`src/rtl/tgm_irq_pkg.sv`:
```
package tgm_irq_pkg;
  // Two receive paths share one 8-bit flag vector, four kinds of flag.
  localparam int NPATH  = 2;
  localparam int FLAG_W = 8;

  // Lowest bit of each kind; path A at the low bit, path B just above.
  localparam int NBIT_LO = 0;
  localparam int EOT_LO  = 2;
  localparam int SOT_LO  = 4;
  localparam int WAKE_LO = 6;

  typedef enum logic [1:0] {
    K_NBIT = 2'd0,
    K_EOT  = 2'd1,
    K_SOT  = 2'd2,
    K_WAKE = 2'd3
  } flag_kind_e;

  function automatic int flag_pos(flag_kind_e kind, int path);
    return int'(kind) * NPATH + path;
  endfunction
endpackage

```
`src/rtl/tgm_sticky_bank.sv`:
```
// Bank of sticky bits: each sets on a rising edge of its condition and
// clears on request; set has priority over clear in the same cycle.
module tgm_sticky_bank #(
  parameter int W = 8
) (
  input  logic         clk,
  input  logic         rst_n,
  input  logic [W-1:0] cond,
  input  logic [W-1:0] clr,
  output logic [W-1:0] q
);
  logic [W-1:0] cond_q;

  for (genvar i = 0; i < W; i++) begin : g_bit
    logic set_ev;
    assign set_ev = cond[i] & ~cond_q[i];

    always_ff @(posedge clk) begin
      if (!rst_n) begin
        cond_q[i] <= 1'b0;
        q[i]      <= 1'b0;
      end else begin
        cond_q[i] <= cond[i];
        if (set_ev)      q[i] <= 1'b1;
        else if (clr[i]) q[i] <= 1'b0;
      end
    end
  end
endmodule

```
`src/rtl/tgm_start_eval.sv`:
```
// AND-type evaluation of the start conditions for one path, plus the
// reduced wake check that drops the frame-ID condition from the mask.
module tgm_start_eval #(
  parameter int START_W = 8,
  parameter int FID_BIT = 5
) (
  input  logic               path_ok,
  input  logic [START_W-1:0] cond,
  input  logic [START_W-1:0] mask,
  output logic               sot_hit,
  output logic               wake_hit
);
  localparam logic [START_W-1:0] FID_ONEHOT = START_W'(1) << FID_BIT;

  logic [START_W-1:0] wake_mask;
  logic               sot_all;
  logic               wake_all;

  assign wake_mask = mask & ~FID_ONEHOT;

  // An empty mask is never a match: avoids a vacuous all-true result.
  assign sot_all  = (mask != '0)      && ((cond & mask) == mask);
  assign wake_all = (wake_mask != '0) && ((cond & wake_mask) == wake_mask);

  assign sot_hit  = path_ok & sot_all;
  assign wake_hit = path_ok & wake_all;
endmodule

```
`src/rtl/tgm_end_eval.sv`:
```
// OR-type evaluation of the end conditions for one path.
module tgm_end_eval #(
  parameter int END_W = 8
) (
  input  logic [END_W-1:0] cond,
  input  logic [END_W-1:0] mask,
  output logic [END_W-1:0] masked,
  output logic             any_hit
);
  assign masked  = cond & mask;
  assign any_hit = |masked;
endmodule

```
`src/rtl/tgm_irq_flags.sv`:
```
module tgm_irq_flags
  import tgm_irq_pkg::*;
#(
  parameter int START_W = 8,
  parameter int END_W   = 8,
  parameter int FID_BIT = 5
) (
  input  logic               clk,
  input  logic               rst_n,
  input  logic               rx_on,
  input  logic               gate_off,
  input  logic [1:0]         path_off,
  input  logic [START_W-1:0] start_cond_a,
  input  logic [START_W-1:0] start_cond_b,
  input  logic [START_W-1:0] start_mask_a,
  input  logic [START_W-1:0] start_mask_b,
  input  logic [END_W-1:0]   end_cond_a,
  input  logic [END_W-1:0]   end_cond_b,
  input  logic [END_W-1:0]   end_mask_a,
  input  logic [END_W-1:0]   end_mask_b,
  input  logic [1:0]         bit_stb,
  input  logic               wr_en,
  input  logic [7:0]         wr_data,
  input  logic [7:0]         irq_ack,
  output logic [7:0]         flags,
  output logic [END_W-1:0]   end_detail_a,
  output logic [END_W-1:0]   end_detail_b
);
  // Per-path views of the split ports.
  logic [START_W-1:0] s_cond [NPATH];
  logic [START_W-1:0] s_mask [NPATH];
  logic [END_W-1:0]   e_cond [NPATH];
  logic [END_W-1:0]   e_mask [NPATH];
  logic [END_W-1:0]   e_det  [NPATH];

  assign s_cond[0] = start_cond_a;
  assign s_cond[1] = start_cond_b;
  assign s_mask[0] = start_mask_a;
  assign s_mask[1] = start_mask_b;
  assign e_cond[0] = end_cond_a;
  assign e_cond[1] = end_cond_b;
  assign e_mask[0] = end_mask_a;
  assign e_mask[1] = end_mask_b;

  logic [NPATH-1:0] wake_v;
  logic [NPATH-1:0] sot_v;
  logic [NPATH-1:0] eot_v;
  logic [FLAG_W-1:0] set_v;
  logic [FLAG_W-1:0] clr_v;

  for (genvar p = 0; p < NPATH; p++) begin : g_path
    logic               path_ok;
    logic [END_W-1:0]   masked;
    logic [END_W-1:0]   det_clr;

    assign path_ok = rx_on & ~gate_off & ~path_off[p];

    tgm_start_eval #(
      .START_W (START_W),
      .FID_BIT (FID_BIT)
    ) u_start (
      .path_ok  (path_ok),
      .cond     (s_cond[p]),
      .mask     (s_mask[p]),
      .sot_hit  (sot_v[p]),
      .wake_hit (wake_v[p])
    );

    tgm_end_eval #(
      .END_W (END_W)
    ) u_end (
      .cond    (e_cond[p]),
      .mask    (e_mask[p]),
      .masked  (masked),
      .any_hit (eot_v[p])
    );

    // Detail bits: cleared only by a software write to this path's end bit.
    assign det_clr = {END_W{wr_en & wr_data[EOT_LO + p]}};

    tgm_sticky_bank #(
      .W (END_W)
    ) u_detail (
      .clk   (clk),
      .rst_n (rst_n),
      .cond  (masked),
      .clr   (det_clr),
      .q     (e_det[p])
    );
  end

  // Flag layout follows the package offsets: wake, start, end, new-bit.
  assign set_v = {wake_v, sot_v, eot_v, bit_stb};
  assign clr_v = ({FLAG_W{wr_en}} & wr_data) | irq_ack;

  tgm_sticky_bank #(
    .W (FLAG_W)
  ) u_flags (
    .clk   (clk),
    .rst_n (rst_n),
    .cond  (set_v),
    .clr   (clr_v),
    .q     (flags)
  );

  assign end_detail_a = e_det[0];
  assign end_detail_b = e_det[1];
endmodule

```
`config.mk`:
```
export PLATFORM = sky130hd
export DESIGN_NAME = tgm_irq_flags
export DESIGN_NICKNAME = d
export VERILOG_FILES = /design/src/rtl/tgm_irq_pkg.sv /design/src/rtl/tgm_sticky_bank.sv /design/src/rtl/tgm_start_eval.sv /design/src/rtl/tgm_end_eval.sv /design/src/rtl/tgm_irq_flags.sv
export SDC_FILE = /design/constraint.sdc
export NUM_CORES = 1
export LEC_CHECK = 0
export ABC_AREA = 1
export BUFFER_PORTS_ARGS = -buffer_cell sky130_fd_sc_hd__buf_2
export CELL_PAD_IN_SITES_DETAIL_PLACEMENT = 0
export CELL_PAD_IN_SITES_GLOBAL_PLACEMENT = 1
export CORE_MARGIN = 2
export CORE_UTILIZATION = 31
export CTS_BUF_LIST = sky130_fd_sc_hd__clkbuf_8 sky130_fd_sc_hd__clkbuf_16
export DETAILED_ROUTE_END_ITERATION = 6
export PLACE_DENSITY_LB_ADDON = 0.1
export SYNTH_ARGS = -nofsm -noshare
export SYNTH_HDL_FRONTEND = slang
export SYNTH_SLANG_ARGS = --single-unit
```
`constraint.sdc`:
```
create_clock -name clk -period 1.25 [get_ports clk]
set_clock_uncertainty 0.15 [all_clocks]
set_input_delay 0.125 -clock clk [delete_from_list [all_inputs] [get_ports clk]]
set_output_delay 0.125 -clock clk [all_outputs]
set_load 0.005 [all_outputs]
```
# Yosys cells after proc, flatten, opt, wreduce, memory -nomap -nowiden
# Index checks and enable logic that the tools add are counted.
[word_totals]
ff_bits = 48
input_bits = 89
out_inout_bits = 24
[op_classes]
eq_ne = 4
mux = 34
n_bitwise = 68
reduce_logical = 34
[ops]
columns = ["operator", "count"]
rows = [
  ["8-bit bitwise AND", 7],
  ["2-bit nonzero test", 24],
  ["1-bit 2-to-1 mux", 34],
  ["1-bit bitwise AND", 33],
  ["8-bit == test", 4],
  ["8-bit nonzero test", 4],
  ["1-bit inverter", 27],
  ["8-bit OR reduction", 2],
  ["8-bit OR", 1],
  ["1-bit logical AND", 4],
]

# Depth between registers and ports, before layout
[depth]
word_depth = 6
ltp_mapped = 6
depth_no_buf = 6

# Modules after synthesis
# A second synthesis with hierarchy kept.
[unflattened]
hier_cells = 385
area_unflattened_um2 = 2366.0
[modules_own_cells]
columns = ["mod", "n_inst", "cells_per_inst", "area_per_inst_um2"]
rows = [
  ["tgm_sticky_bank", 3, 74, 573.0],
  ["tgm_start_eval", 2, 43, 171.4],
  ["tgm_end_eval", 2, 23, 86.3],
  ["tgm_irq_flags", 1, 31, 131.4],
]

# Least setup slack after synthesis
# Ideal clock, no wire load.
[synth_path]
path_kind = "input-to-reg"
startpoint = "input wr_en"
endpoint = "register g_path[0].u_detail.q[0]"
setup_time_ns = 0.117
t_arrival_ns = 0.574
required_ns = 0.983
setup_slack_ns = 0.408
cell_stages = 4
path_buffers = 1
path_cell_list = "buf_2 nand2_2 a21oi_1 nor2_1"
[synth_between]
elab_chain_len = 2
[synth_rtl]
columns = ["item", "line", "text"]
rows = [
  ["start: declaration", "tgm_irq_flags.sv:22", "input logic wr_en,"],
  ["1-bit bitwise AND", "tgm_irq_flags.sv:79", "assign det_clr = {END_W{wr_en & wr_data[EOT_LO + p]}};"],
  ["2-bit nonzero test (no source line)", "-", ""],
  ["end signal: indexed assignment", "tgm_sticky_bank.sv:21", "q[i] <= 1'b0;"],
  ["end signal: indexed assignment", "tgm_sticky_bank.sv:24", "if (set_ev) q[i] <= 1'b1;"],
  ["end signal: indexed assignment", "tgm_sticky_bank.sv:25", "else if (clr[i]) q[i] <= 1'b0;"],
  ["end: declaration", "tgm_sticky_bank.sv:10", "output logic [W-1:0] q"],
]
# Every way passes these cells.
# A chain may end at the register's enable or synchronous reset.

# Final worst setup path
[layout_path]
startpoint = "input end_mask_b[6]"
endpoint = "register u_flags.q[3]"
[layout_between]
elab_chain_len = 4
word_cells_on_any_way = 5
cone_classes = "mux (1); bitwise (2); reduce/logical (2)"
[layout_rtl]
columns = ["item", "line", "text"]
rows = [
  ["start: declaration", "tgm_irq_flags.sv:20", "input logic [END_W-1:0] end_mask_b,"],
  ["8-bit bitwise AND (*)", "tgm_end_eval.sv:10", "assign masked = cond & mask;"],
  ["8-bit OR reduction (*)", "tgm_end_eval.sv:11", "assign any_hit = |masked;"],
  ["1-bit bitwise AND (*)", "tgm_sticky_bank.sv:16", "assign set_ev = cond[i] & ~cond_q[i];"],
  ["1-bit 2-to-1 mux or 2-bit nonzero test (tied branches)", "-", ""],
  ["end signal: indexed assignment", "tgm_sticky_bank.sv:21", ""],
  ["end signal: indexed assignment", "tgm_sticky_bank.sv:24", ""],
  ["end signal: indexed assignment", "tgm_sticky_bank.sv:25", ""],
  ["end: declaration", "tgm_sticky_bank.sv:10", ""],
]
# Every way passes the cells marked *; elsewhere a longest branch is shown, timed or not.

==> out/summary.txt <==
Status = completed
Residual DRC = 0
Die width = 83.3 um
Period utilisation layout = 94.5%
Fin. max-slew vios = 0
CP required = 1.29 ns
Worst Tran Pin Value = 0.283 ns
Post-synthesis mux area share = 0%
Slew Limit Headroom = 80.9%
Share of cells above drive strength 1 = 35.3%
Via Count = 2145
Hpwl dp = 3560 um
Synth cell types = 17
Largest family of logic cells by synthesized area = simple AND/OR/NAND/NOR gates
Syn_nets = 362
Synth Register Bits = 48
DR iter-0 viols = 49
Num CTS Buffers = 5
GRT Overall Usage = 15.9%
CP arrival = 1.22 ns
Largest net degree at the start of global routing = 37
Max_cap viols = 0
Antenna-violating nets left = 0
Initial Utilization = 32.5%
Min Tclk post-route = 1.18 ns
Die height = 83.3 um
Clk_lat worst skew = 0.29 ns
Drt pass-1 iters = 5
Grt ovf = 0
CTS tree = yes
Ports = 113
CTS H-tree lvls = 2
Antenna diode count = 0
Routed wire per std cell = 10.4 um
Xor-xnor portion of the synthesized cell area = 0%
Final Hold Viols = 0
Full die area = 6940 um^2
Final wirelength = 5330 um
Critical path class = input pin to register
Worst hold slack = 0.0570 ns
Post-synthesis adder-cell area fraction = 0%
Max Clock Freq = 847 MHz
Placed Cells = 456
Highest-count cells in the layout ignoring fill and taps = buf_2, nor2_1, dfxtp_1, dlygate4sd3_1, nand2_1
Area share of and/or/nand/nor cells after synthesis = 33.7%
Sink Count = 48
Avg Inst Size Synth = 7.14 um^2
Core Box Area = 5990 um^2
Clock slew at reported path FFs = 0.08 ns
I/O Buffers = 112
Nature of the critical path endpoint = register
CP Launch Type = input pin
Ys Warns = 0
Routed vias/inst = 4.20
Power Dens Cells = 1020 nW/um^2
Global-route wire length before repair = 9170 um
Final setup fails = 0
Root Driver = clkbuf_8
Most common cell after layout, fill and taps aside = buf_2
Mapped Area = 1950 um^2
Final Core Density = 54.0%
Gate Count Post-Synth = 273
Compound-cell area share of the yosys netlist = 7.06%
Post-synthesis sequential area ratio = 49.3%
Pleak = 1.73 nW
Longest Clk Path Bufs = 2
R2r setup slk = 0.47 ns
Fill cell count = 592
Row cnt = 28
Nets = 524
Finished Layout Cells = 511
Crit path max fanout = 3
GPL Wtd Cong = 0.736
Area delta synth->final = 65.9%
VDD IR max = 0.000564 V
Worst hold path type = input pin to register
Initial antenna violation count = 0
Number of global-route vias before repair = 2120
-- Yosys cell counts, drive strengths merged --
cell    n  area share [%]
nor2   75              15
buf     6             2.6
nand2  62              12
o21ai   8             2.1
nand4  12             3.9
inv    38             7.3
nor3    4             2.1
nand3   2            0.51
dfxtp  48              49
a21oi  18             5.0
-- flip-flops by register name (all words and copies together), names as in the netlist --
| signal | flops |
|---|---|
| u_flags.q | 8 |
| g_path.u_detail.cond_q | 16 |
| g_path.u_detail.q | 16 |
| u_flags.cond_q | 8 |
-- worst max-delay path: stages --
cell and delay (ns):
dlygate4sd3_1 0.54, buf_2 0.13, nand2_2 0.09, nand2_2 0.06, nor2_2 0.11, a21oi_2 0.06
nand2_1 0.06, nand2_1 0.04
-- layout make-up --
cell class              count  area (um^2)  area share (%)
clock buffers               5         68.8            2.13
repair buffers            161         1060            32.9
multi-input cells         181          865            26.7
well taps                  75         93.8            2.90
flip-flops and latches     48          961            29.7
clock inverters             3         38.8            1.20
inverters                  38          143            4.41
-- cell families (layout without fill, tap and decap cells) --
family | after synthesis | count (layout)
and+or+nand+nor | 155 | 155
AOI/OAI and AO/OA | 26 | 26
buffers and inverters | 44 | 207
DFF | 48 | 48
-- path summary, 6_finish.rpt --
check | start | endpoint | cells after the start
setup reg to reg | g_path[1].u_detail.cond_q[1] | g_path[1].u_detail.q[1] | 3
hold / removal | start_cond_a[5] | u_flags.cond_q[4] | 3
hold reg to reg | u_flags.cond_q[1] | u_flags.q[1] | 1
setup / recovery | end_mask_b[6] | u_flags.q[3] | 8
-- repair_timing --
item	4_1_cts	5_1_grt
gates resized for setup	0	24
endpoints found under the hold margin	26	0
setup buffers	0	0
setup endpoints to repair	0	2
hold buffers	48	0
-- through the flow --
step	instance area (um^2)	power, mW	setup WS (ns)	setup TNS, ns
detailed placement	2580	2.10	0.102	0
floorplan	1950	1.88	0.408	0
global route	3230	3.47	-0.0199	-0.0199
global placement	2580	2.10	0.132	0
finish	3230	3.28	0.0692	0
CTS	3170	3.30	0.0350	0
-- layer usage --
metal | part of all wire (%) | up-vias | wire (um) | track usage [%]
li1 | - | 1155 | - | -
met1 | 44 | 916 | 2360 | 19.1
met2 | 49 | 67 | 2610 | 27.9
met3 | 5.7 | 7 | 303 | 3.78
met4 | 1.1 | 0 | 59 | 5.22
met5 | 0 | - | 0 | 0
-- report_power, final --
part / total (mW) / switching [mW] / internal, mW
Combinational: 0.580 / 0.262 / 0.318
Sequential: 1.63 / 0.0285 / 1.60
Clock: 1.07 / 0.485 / 0.585
Power figures use the tool's default switching activity.
